===== config.mk =====
export PLATFORM = sky130hd
export DESIGN_NAME = partition_scan_addr
export DESIGN_NICKNAME = d
export VERILOG_FILES = /design/src/rtl/scan_pkg.sv /design/src/rtl/prm_field_decode.sv /design/src/rtl/row_line_counter.sv /design/src/rtl/scan_addr_reg.sv /design/src/rtl/partition_scan_addr.sv
export SDC_FILE = /design/constraint.sdc
export NUM_CORES = 1
export LEC_CHECK = 0
export BUFFER_PORTS_ARGS = -buffer_cell sky130_fd_sc_hd__buf_2
export CORE_UTILIZATION = 50
export CTS_CLUSTER_SIZE = 8
export DETAILED_ROUTE_END_ITERATION = 8
export PLACE_DENSITY = 0.92
export SKIP_CTS_REPAIR_TIMING = 1
export SYNTH_ARGS = -nofsm -noshare
export SYNTH_HDL_FRONTEND = slang
export SYNTH_SLANG_ARGS = --single-unit

===== constraint.sdc =====
create_clock -name clk -period 3.18 [get_ports clk]
set_input_delay 0.159 -clock clk [delete_from_list [all_inputs] [get_ports clk]]
set_output_delay 0.159 -clock clk [all_outputs]
set_load 0.05 [all_outputs]

===== src/rtl/scan_pkg.sv =====
package scan_pkg;
  typedef enum logic {
    MODE_GFX  = 1'b0,
    MODE_TEXT = 1'b1
  } part_mode_e;

  localparam int BYTE_W      = 8;
  localparam int PRM_BYTES   = 4;
  localparam int PRM_W       = BYTE_W * PRM_BYTES;
  localparam int START_HI_W  = 2;
  localparam int START_W     = 2 * BYTE_W + START_HI_W;
  localparam int LEN_LO_W    = 4;
  localparam int LEN_HI_W    = 6;
  localparam int FLD_LEN_W   = LEN_LO_W + LEN_HI_W;
  localparam int WIDE_BIT    = 7;
  localparam int HALF_BIT    = 6;

  typedef struct packed {
    logic [START_W-1:0]   start;
    logic [FLD_LEN_W-1:0] len;
    logic                 wide;
    logic                 half;
  } part_cfg_t;
endpackage


===== src/rtl/prm_field_decode.sv =====
module prm_field_decode
  import scan_pkg::*;
(
  input  logic [PRM_W-1:0] word_i,
  output part_cfg_t        cfg_o
);
  logic [BYTE_W-1:0] b [PRM_BYTES];

  for (genvar gi = 0; gi < PRM_BYTES; gi++) begin : g_bytes
    assign b[gi] = word_i[gi*BYTE_W +: BYTE_W];
  end

  always_comb begin
    cfg_o.start = {b[2][START_HI_W-1:0], b[1], b[0]};
    cfg_o.len   = {b[3][LEN_HI_W-1:0], b[2][BYTE_W-1 -: LEN_LO_W]};
    cfg_o.wide  = b[3][WIDE_BIT];
    cfg_o.half  = b[3][HALF_BIT];
  end
endmodule


===== src/rtl/row_line_counter.sv =====
module row_line_counter #(
  parameter int CNT_W = 5
) (
  input  logic             clk,
  input  logic             rst,
  input  logic             clr_i,
  input  logic             step_i,
  input  logic [CNT_W-1:0] height_i,
  output logic             row_end_o,
  output logic [CNT_W-1:0] cnt_o
);
  localparam int EXT_W = CNT_W + 1;
  localparam logic [EXT_W-1:0] FULL_ROW = EXT_W'(1) << CNT_W;

  logic [CNT_W-1:0] cnt_q;
  logic [EXT_W-1:0] cnt_inc;
  logic [EXT_W-1:0] limit;

  always_comb begin
    cnt_inc   = {1'b0, cnt_q} + EXT_W'(1);
    limit     = (height_i == '0) ? FULL_ROW : {1'b0, height_i};
    row_end_o = step_i && (cnt_inc == limit);
  end

  always_ff @(posedge clk) begin
    if (rst || clr_i) begin
      cnt_q <= '0;
    end else if (step_i) begin
      cnt_q <= row_end_o ? '0 : cnt_inc[CNT_W-1:0];
    end
  end

  assign cnt_o = cnt_q;

  assert_clear_R8: assert property (@(posedge clk) disable iff (rst)
    clr_i |=> (cnt_q == '0));

  assert_count_R6: assert property (@(posedge clk) disable iff (rst)
    (step_i && !clr_i && !row_end_o) |=> (cnt_q == $past(cnt_q) + CNT_W'(1)));

  assert_wrap_R6: assert property (@(posedge clk) disable iff (rst)
    row_end_o |=> (cnt_q == '0));
endmodule


===== src/rtl/scan_addr_reg.sv =====
module scan_addr_reg #(
  parameter int ADDR_W  = 18,
  parameter int PITCH_W = 10,
  parameter int TEXT_W  = 13
) (
  input  logic               clk,
  input  logic               rst,
  input  logic               load_i,
  input  logic [ADDR_W-1:0]  load_val_i,
  input  logic               text_i,
  input  logic               adv_i,
  input  logic               half_i,
  input  logic [PITCH_W-1:0] pitch_i,
  output logic [ADDR_W-1:0]  addr_o
);
  localparam logic [ADDR_W-1:0] TEXT_MASK = (ADDR_W'(1) << TEXT_W) - ADDR_W'(1);

  logic [ADDR_W-1:0]  addr_q;
  logic [PITCH_W-1:0] step;

  always_comb begin
    step = half_i ? (pitch_i >> 1) : pitch_i;
  end

  always_ff @(posedge clk) begin
    if (rst) begin
      addr_q <= '0;
    end else if (load_i) begin
      addr_q <= text_i ? (load_val_i & TEXT_MASK) : load_val_i;
    end else if (adv_i) begin
      addr_q <= addr_q + ADDR_W'(step);
    end
  end

  assign addr_o = addr_q;

  assert_text_mask_R5: assert property (@(posedge clk) disable iff (rst)
    (load_i && text_i) |=> (addr_q[ADDR_W-1:TEXT_W] == '0));

  assert_hold_R10: assert property (@(posedge clk) disable iff (rst)
    (!load_i && !adv_i) |=> $stable(addr_q));
endmodule


===== src/rtl/partition_scan_addr.sv =====
module partition_scan_addr
  import scan_pkg::*;
#(
  parameter int ADDR_W  = 18,
  parameter int PITCH_W = 10,
  parameter int ROW_W   = 5,
  parameter int TEXT_W  = 13
) (
  input  logic                 clk,
  input  logic                 rst,
  input  logic [31:0]          prm_word_i,
  input  logic                 text_mode_i,
  input  logic                 load_i,
  input  logic                 line_i,
  input  logic [PITCH_W-1:0]   pitch_i,
  input  logic [ROW_W-1:0]     row_height_i,
  output logic [ADDR_W-1:0]    scan_addr_o,
  output logic [FLD_LEN_W-1:0] length_o,
  output logic                 wide_o,
  output logic                 half_step_o
);
  localparam logic [FLD_LEN_W-1:0] LEN_RST = '1;

  part_cfg_t        cfg;
  part_mode_e       mode;
  logic             row_end;
  logic [ROW_W-1:0] row_cnt;
  logic [FLD_LEN_W-1:0] len_q;
  logic             wide_q;
  logic             half_q;

  assign mode = part_mode_e'(text_mode_i);

  prm_field_decode u_decode (
    .word_i (prm_word_i),
    .cfg_o  (cfg)
  );

  row_line_counter #(.CNT_W(ROW_W)) u_rows (
    .clk       (clk),
    .rst       (rst),
    .clr_i     (load_i),
    .step_i    (line_i),
    .height_i  (row_height_i),
    .row_end_o (row_end),
    .cnt_o     (row_cnt)
  );

  scan_addr_reg #(
    .ADDR_W  (ADDR_W),
    .PITCH_W (PITCH_W),
    .TEXT_W  (TEXT_W)
  ) u_addr (
    .clk        (clk),
    .rst        (rst),
    .load_i     (load_i),
    .load_val_i (ADDR_W'(cfg.start)),
    .text_i     (mode == MODE_TEXT),
    .adv_i      (row_end && !load_i),
    .half_i     (half_q),
    .pitch_i    (pitch_i),
    .addr_o     (scan_addr_o)
  );

  always_ff @(posedge clk) begin
    if (rst) begin
      len_q  <= LEN_RST;
      wide_q <= 1'b0;
      half_q <= 1'b0;
    end else if (load_i) begin
      len_q  <= cfg.len;
      wide_q <= cfg.wide;
      half_q <= (mode == MODE_TEXT) ? 1'b0 : cfg.half;
    end
  end

  assign length_o    = len_q;
  assign wide_o      = wide_q;
  assign half_step_o = half_q;

  assert_text_half_R5: assert property (@(posedge clk) disable iff (rst)
    (load_i && text_mode_i) |=> !half_step_o);

  assert_gfx_half_R4: assert property (@(posedge clk) disable iff (rst)
    (load_i && !text_mode_i) |=> (half_step_o == $past(prm_word_i[24 + HALF_BIT])));

  assert_advance_R7: assert property (@(posedge clk) disable iff (rst)
    (row_end && !load_i) |=> (scan_addr_o == $past(scan_addr_o)
      + ADDR_W'($past(half_step_o) ? ($past(pitch_i) >> 1) : $past(pitch_i))));

  assert_cfg_hold_R3: assert property (@(posedge clk) disable iff (rst)
    !load_i |=> ($stable(length_o) && $stable(wide_o) && $stable(half_step_o)));

  assert_no_row_end_R6: assert property (@(posedge clk) disable iff (rst)
    (row_end && line_i) |-> (row_cnt != '1 || row_height_i == '0));
endmodule


==> results.md, run 1 <==
- Sequential fraction of the synthesis area: 0.298
- Initial antenna violation count: 0
- WP data arrival: 3.17 ns
- ANT nets after route: 0
- First-pass iteration count of the detailed router: 6
- Synth Net Count: 347
- Reg2reg setup slack: 0.20 ns
- Share of the synthesized area in the top cell type: 0.298
- Tmin final: 2.98 ns
- Most common cell in the netlist: dfxtp_1
- Num CTS Buffers: 5
- Pins Over Slew Limit: 0
- Run status: finished, violations left
- Fin Setup TNS: 0 ns
- Initial DRC Count: 209
- H-Tree Level Count: 2
- Worst R2R Path Depth: 9
- Worst slew pin tran: 1.13 ns
- Die height: 70.6 µm
- # Max-Cap Violations: 0
- Post-Route Skew: 0.00435 ns
- Area of the mapped netlist: 2350 µm²
- Post-Synthesis Cells: 283
- P per Cell Area: 426 nW/µm²
- Vias per inst: 6.15
- Synthesis-to-finish area growth: 22.4%
- CP peak stage delay: 0.44 ns
- Vias in the first global route: 2276
- I/O pin cnt: 82
- Worst min-delay path class: primary input to flop
- Antenna cells: 0
- RSZ-0062 raised after global routing: false
- #FFs+latches synth: 35
- Max Fclk: 0.336 GHz
- Max_slew headroom: 0.243
- Std cell rows: 24
- Pre-CTS setup slack: 0.195 ns
- Worst r2r dst: u_addr.addr_o[15]
- CTS tree: yes
- Worst Hold Endpoint: length_o[4]
- Endpoints failing hold: 0
- Failing checks: DRC
- Peak supply drop: 0.263 mV
- CP Capture Type: flop
- Buf/Inv on CP: 1
- Slowest cell on crit path: or4_1
- CP Launch Type: flop
- Routed Wire Length: 6340 µm
- Register Area: 701 µm²
- Area of the die: 4980 µm²
- Clk slew on worst S/H paths: 0.07 ns
- GR Util All Layers: 0.257
- Post-synth EDFFs: 0
- Top_reg_cell synth: dfxtp_1
- Period utilization: 0.936
- Min-delay src: prm_word_i[24]
- R2r startpoint: half_step_o
- Area contributors post-synth: dfxtp_1 30%, ha_1 5.9%, mux2i_1 5.5%
- Total Nets Final: 421
- Root Driver: clkbuf_8
- Delay-heaviest family, CP: compound AO/OA/AOI/OAI gates
- Num Clock Sinks: 35
- Worst-skew pair later-pin latency: 0.29 ns
- Layout cell share with drive strength beyond 1: 0.289
- HPWL after DPL: 4530 µm
- Final Util: 0.647
- Critical Path RT: 3.38 ns
- Leading area contributor after synthesis: dfxtp_1
- Clk buf depth: 2
- Cell area after layout: 2880 µm²
- CP max FO: 10
- Avg Inst Size Synth: 8.30 µm²
- Synth unique cells: 55
- Setup ws final: 0.203 ns
- Vias post-DR: 2517
- Die width: 70.6 µm
- Pin count of the biggest net entering global routing: 28
- Multi-input gate area: 1580 µm²
- Core area: 4440 µm²
- Initial Utilization: 0.529
- DP Area: 2770 µm²
- First-pass GRT wire length: 10300 µm
- Synth Warn #: 0
- Min-Delay Path Depth: 3
- Mean routed wirelength per cell: 15.5 µm
- I/O Buffers: 79
- Crit Path Class: flop to flop
- CP cell instances: buf_4 > mux2_2 > ha_1 > o21ai_0 > o21bai_1 > a21oi_1 > a31o_2 > or4_1 > a311oi_1
- Filler instances: 375
- RePlAce Congestion: 0.878
- Grt ovf: 0
- Final setup vio count: 0
- Post-synth ARST share: 0
- # DRC: 10
- Top post-synthesis cells by count: 35 x dfxtp_1, 31 x nand2_1, 20 x nor2_1
- Hold Slack: 0.0805 ns
- P_leak: 1.30 nW
==> cell families (layout without fill, tap and decap cells) <==
family | after synthesis | after routing | synth area share
and+or+nand+nor | 104 | 104 | 0.224
AOI/OAI and AO/OA | 82 | 82 | 0.245
DFF | 35 | 35 | 0.298
muxes | 22 | 22 | 0.0985
buffers and inverters | 19 | 93 | 0.0335
adders and majority gates | 12 | 12 | 0.0671
xor gates and xnor gates | 9 | 9 | 0.0335
==> cells in the final DEF (no fill, tap or decap), types with 2 or more instances in the layout <==
cell      count
buf_4         3
nand2_1      31
or3_1         4
o21bai_1      3
or4_1         2
mux2_2        9
nor4b_1       3
a211oi_1      2
inv_1         3
a32oi_1       3
buf_2        79
a21o_1        6
nand2b_1      6
nand3b_1      3
nand3_1      17
nor2_1       20
a21oi_1      15
clkbuf_8      5
o21ai_0      12
xor2_1        3
o211ai_1      6
dfxtp_1      35
xnor2_1       6
a211o_1       3
a311oi_1      9
nor3_1        6
and3_1        4
mux2i_1      13
o31ai_1       2
ha_1         11
a31oi_1       6
==> state kept, by name, indices dropped and copies added, names as in the netlist <==
name,count
u_addr.addr_o,18
length_o,10
u_rows.cnt_o,5
half_step_o,1
wide_o,1
==> layout make-up <==
| class | instances | share of cell area |
|---|---|---|
| clock inverters | 1 | 0.0104 |
| repair buffers | 82 | 0.145 |
| inverters | 4 | 0.00522 |
| well taps | 52 | 0.0226 |
| flip-flops and latches | 35 | 0.244 |
| clock buffers | 6 | 0.0252 |
| multi-input cells | 229 | 0.548 |
==> worst max path at each step <==
stage / endpoint / startpoint / cells after the start
floorplan: u_addr.addr_o[14] / half_step_o / 10
global placement: u_addr.addr_o[16] / half_step_o / 9
detailed placement: u_addr.addr_o[16] / half_step_o / 9
CTS: u_addr.addr_o[16] / half_step_o / 9
global route: u_addr.addr_o[16] / half_step_o / 9
finish: u_addr.addr_o[15] / half_step_o / 9
==> power by group <==
| group | switching, mW | total (mW) | internal, mW |
|---|---|---|---|
| clock network | 0.162 | 0.391 | 0.230 |
| logic | 0.221 | 0.347 | 0.126 |
| registers | 0.0233 | 0.487 | 0.464 |
| total | 0.406 | 1.23 | 0.820 |
==> routing by layer <==
metal  track usage  share of wire
met1         0.329           0.44
met2         0.419           0.47
met3        0.0641          0.065
met4         0.104          0.020
met5             0              0
==> stage by stage <==
stage | instances | total power, mW
6_report | 409 | 1.23
5_1_grt | 409 | 1.28
4_1_cts | 409 | 1.22
3_5_place_dp | 402 | 0.836
3_3_place_gp | 402 | 0.827
2_1_floorplan | 283 | 0.743
==> worst min-delay path, delay by kind of cell <==
family                 cells  cell delay (ns)
buffers and inverters      1             0.07
multiplexers               1             0.05
AND/OR/NAND/NOR            1             0.05
Note: power is estimated with default switching activity, not from simulation.
==> run 2, diff against run 1 <==
- PLACE_DENSITY: 0.92 -> 0.91
==> run 2 against run 1 <==
Net effect: the run still ends with DRC left; cell count rose by 0.24%; power up 7.2%; flip-flop and latch count unchanged; critical path type unchanged; largest cell class unchanged.
==> results.md, run 2 (synthesized netlist as in run 1, its figures left out) <==
- Most frequent cells in the layout: 79 x buf_2, 35 x dfxtp_1, 31 x nand2_1
- Num CTS Buffers: 5
- Final setup vio count: 0
- Fin Setup TNS: 0 ns
- I/O Buffers: 79
- Tmin final: 2.92 ns
- Worst-skew pair later-pin latency: 0.29 ns
- Root Driver: clkbuf_8
- Worst min-delay path class: primary input to flop
- H-Tree Level Count: 2
- Final Util: 0.654
- Pin count of the biggest net entering global routing: 27
- P_leak: 1.31 nW
- Post-route insts no fill: 410
- Hold Slack: 0.0855 ns
- RePlAce Congestion: 0.891
- Initial antenna violation count: 0
- Failing checks: DRC
- Initial DRC Count: 235
- Vias in the first global route: 2330
- Initial Utilization: 0.529
- I/O pin cnt: 82
- Std cell rows: 24
- Slowest cell on crit path: or4_1
- WP data arrival: 3.12 ns
- Clk slew on worst S/H paths: 0.07 ns
- Core area: 4440 µm²
- # DRC: 4
- Delay-heaviest family, CP: compound AO/OA/AOI/OAI gates
- # Max-Cap Violations: 0
- P per Cell Area: 452 nW/µm²
- Total Nets Final: 421
- Antenna cells: 0
- Max_slew headroom: 0.500
- Vias per inst: 6.08
- CP max FO: 10
- Pins Over Slew Limit: 0
- GR Util All Layers: 0.259
- CP Launch Type: flop
- CTS tree: yes
- CP Capture Type: flop
- Grt ovf: 0
- Endpoints failing hold: 0
- Area of the die: 4980 µm²
- Clk buf depth: 2
- Num Clock Sinks: 35
- Post-Route Skew: 0.00639 ns
- CP cell instances: buf_4 > mux2_2 > ha_1 > o21ai_0 > o21bai_1 > a21oi_1 > a31o_2 > or4_1 > a311oi_1
- Period utilization: 0.919
- Mean routed wirelength per cell: 15.4 µm
- First-pass GRT wire length: 10400 µm
- # placed instances: 402
- First-pass iteration count of the detailed router: 6
- Peak supply drop: 0.331 mV
- Run status: finished, violations left
- HPWL after DPL: 4530 µm
- Filler instances: 367
- Vias post-DR: 2493
- Routed Wire Length: 6310 µm
- Die width: 70.6 µm
- Worst slew pin tran: 0.747 ns
- Layout cell share with drive strength beyond 1: 0.291
- Die height: 70.6 µm
- RSZ-0062 raised after global routing: false
- Synthesis-to-finish area growth: 23.7%
- Buf/Inv on CP: 1
- ANT nets after route: 0
- CP peak stage delay: 0.42 ns
- Crit Path Class: flop to flop
- Max Fclk: 0.342 GHz
- Critical Path RT: 3.38 ns
- Most common cell after layout, fill and taps aside: buf_2
- Number of flip-flops in the largest register: 18
run 2: cell count changes in the layout (fill, tap and decap cells not counted), sizes merged:
| cell | before | now |
|---|---|---|
| bufinv | 1 | 2 |
run 2: final cells by class:
| class | instances | area (µm²) | share of cell area |
|---|---|---|---|
| clock buffers | 6 | 72.6 | 0.0250 |
| clock inverters | 2 | 60.1 | 0.0207 |
| inverters | 4 | 15.0 | 0.00517 |
| multi-input cells | 229 | 1580 | 0.542 |
| flip-flops and latches | 35 | 701 | 0.241 |
| well taps | 52 | 65.1 | 0.0224 |
| repair buffers | 82 | 418 | 0.144 |
run 2: through the flow:
step,total power [mW],setup WS (ns),area [µm²]
finish,1.31,0.257,2910
global route,1.37,0.00850,2910
global placement,0.828,0.363,2770
floorplan,0.743,0.00215,2350
detailed placement,0.837,0.260,2770
CTS,1.31,0.249,2900
run 2: metal layers:
metal	global-route usage	up-vias	wire length (µm)
met2	0.434	118	2980
li1	-	1219	-
met5	0	-	0
met1	0.326	1139	2760
met3	0.0484	17	436
met4	0.116	0	142
run 2: path summary, 6_finish.rpt:
path / start / to / slack [ns] / cells after the start
setup / recovery: half_step_o / u_addr.addr_o[15] / 0.26 / 9
hold / removal: prm_word_i[24] / length_o[4] / 0.09 / 3
setup reg to reg: half_step_o / u_addr.addr_o[15] / 0.26 / 9
hold reg to reg: length_o[6] / length_o[6] / 0.47 / 2
run 2: power breakdown:
part / switching, mW / internal [mW] / leakage [nW]
logic: 0.223 / 0.127 / 0.956
registers: 0.0232 / 0.464 / 0.289
clock network: 0.164 / 0.313 / 0.0654
run 2: worst register-to-register path, cell delays in order, from the launching register on:
cell and delay [ns]:
dfxtp_1 0.37, buf_4 0.20, mux2_2 0.35, ha_1 0.38, o21ai_0 0.15, o21bai_1 0.22, a21oi_1 0.18, a31o_2 0.30
or4_1 0.42, a311oi_1 0.28
==> run 3, diff against run 2 <==
- CORE_MARGIN: not set -> 8
==> run 3 against run 2 <==
Net effect: the run now ends clean; register-to-register slack worse by 0.08 ns; utilization is 3.2 points lower; non-clock buffer count is 1 higher; critical path depth stayed put; fmax is 2.6% lower; wire length is 4.0% higher; cell count is 0.73% higher; sequential share of layout area is 0.23 points higher; die area is 44% higher; sequential power hardly changed; worst setup slack worse by 0.077 ns; combinational power hardly changed.
==> results.md, run 3 (synthesized netlist as in run 1, its figures left out) <==
- Run status: complete, no violations
- WP data arrival: 3.19 ns
- Worst Hold Endpoint: length_o[8]
- Min-Delay Path Depth: 3
- I/O pin cnt: 82
- CTS tree: yes
- CP max FO: 8
- I/O Buffers: 79
- H-Tree Level Count: 2
- First-pass iteration count of the detailed router: 4
- RePlAce Congestion: 0.870
- Overall power: 1.19 mW
- Reg2reg setup slack: 0.18 ns
- Routed Wire Length: 6560 µm
- Psw: 0.406 mW
- Max Fclk: 0.333 GHz
- Clk buf depth: 2
- Area of the die: 7150 µm²
- Worst r2r dst: u_addr.addr_o[16]
- Register Area: 701 µm²
- P per Cell Area: 415 nW/µm²
- Endpoints failing hold: 0
- DP Area: 2780 µm²
- Worst min-delay path class: primary input to flop
- Num Clock Sinks: 35
- Vias post-DR: 2483
- Multi-input gate area: 1570 µm²
- Number of flip-flops in the largest register: 18
- Combinational share of power: 0.292
- Worst-skew pair later-pin latency: 0.29 ns
- Layout cell share with drive strength beyond 1: 0.290
- Die width: 84.6 µm
- CP Launch Type: flop
- P_leak: 1.30 nW
- Clock Power Share: 0.301
- First-pass GRT wire length: 10900 µm
- ANT nets after route: 0
- Min-delay src: prm_word_i[28]
- Mean routed wirelength per cell: 15.9 µm
- Total Nets Final: 422
- # DRC: 0
- Tmin final: 3.00 ns
- Sequential Power Share: 0.407
- # Max-Cap Violations: 0
- Vias per inst: 6.01
- Vias in the first global route: 2493
- Crit Path Class: flop to flop
- Initial Utilization: 0.508
- Most frequent cells in the layout: 79 x buf_2, 35 x dfxtp_1, 31 x nand2_1
- Period utilization: 0.943
- Max_slew headroom: 0.253
- HPWL after DPL: 4890 µm
- Core area: 4630 µm²
- Most common cell after layout, fill and taps aside: buf_2
- CP Capture Type: flop
- Final setup vio count: 0
- Power Internal: 0.788 mW
- Synthesis-to-finish area growth: 22.5%
- Worst slew pin tran: 1.12 ns
- Peak supply drop: 0.325 mV
- Post-Route Skew: 0.00358 ns
- Num CTS Buffers: 5
- Pre-CTS setup slack: 0.202 ns
- Final Util: 0.622
- Filler instances: 393
- Worst R2R Path Depth: 9
- Clk slew on worst S/H paths: 0.07 ns
- Root Driver: clkbuf_8
- R2r startpoint: half_step_o
- Fin Setup TNS: 0 ns
- CP cell instances: buf_4 > mux2_2 > ha_1 > nand3_1 > nor3_1 > o21ai_0 > a21boi_0 > a311oi_1 > nor4b_1
- Initial antenna violation count: 0
- Grt ovf: 0
- Setup ws final: 0.180 ns
- RSZ-0062 raised after global routing: false
- Pins Over Slew Limit: 0
- CP peak stage delay: 0.47 ns
- Std cell rows: 25
- Slowest cell on crit path: a21boi_0
- Switching share of power: 0.340
- Pin count of the biggest net entering global routing: 29
- Die height: 84.6 µm
- Critical Path RT: 3.37 ns
- Initial DRC Count: 118
- Antenna cells: 0
- GR Util All Layers: 0.184
- Cell area after layout: 2880 µm²
## run 3: worst max-delay path: cells and delay by family, from the launching register on
kind | cells | cell delay [ns]
buf+inv | 1 | 0.18
mux | 1 | 0.35
fa+ha+maj | 1 | 0.41
flops | 1 | 0.36
compound gates | 3 | 0.80
simple gates | 3 | 0.79
## run 3: final cells by class
type | instances | area share
Clock buffer | 8 | 0.0348
Inverter | 4 | 0.00522
Tap cell | 54 | 0.0235
Sequential cell | 35 | 0.243
Multi-Input combinational cell | 229 | 0.545
Timing Repair Buffer | 83 | 0.148
## run 3: through the flow
step	std cells	hold WS [ns]
2_1_floorplan	283	0.288
3_3_place_gp	405	0.373
3_5_place_dp	405	0.380
4_1_cts	413	0.0745
5_1_grt	413	0.0728
6_report	413	0.0807
## run 3: how the worst max path moves through the flow
| stage | start | to | slack, ns | cells past startpoint |
|---|---|---|---|---|
| after global routing | half_step_o | u_addr.addr_o[14] | 0.02 | 9 |
| final | half_step_o | u_addr.addr_o[16] | 0.18 | 9 |
| after global placement | half_step_o | u_addr.addr_o[16] | 0.37 | 9 |
| after floorplan | half_step_o | u_addr.addr_o[14] | 0.002 | 10 |
| after CTS | half_step_o | u_addr.addr_o[16] | 0.20 | 9 |
| after detailed placement | half_step_o | u_addr.addr_o[16] | 0.20 | 9 |
## run 3: per-layer routing
| metal | vias up | wire length (µm) | GRT usage |
|---|---|---|---|
| li1 | 1219 | - | - |
| met5 | - | 0 | 0 |
| met3 | 12 | 656 | 0.0859 |
| met2 | 101 | 2970 | 0.293 |
| met4 | 0 | 131 | 0.0858 |
| met1 | 1151 | 2800 | 0.203 |
## run 3: power by group through the flow
stage / registers (mW) / clock network (mW) / logic (mW)
after floorplan: 0.576 / 0 / 0.167
after global placement: 0.494 / 0 / 0.336
after detailed placement: 0.495 / 0 / 0.346
after CTS: 0.485 / 0.369 / 0.347
after global routing: 0.489 / 0.390 / 0.378
final: 0.486 / 0.359 / 0.349
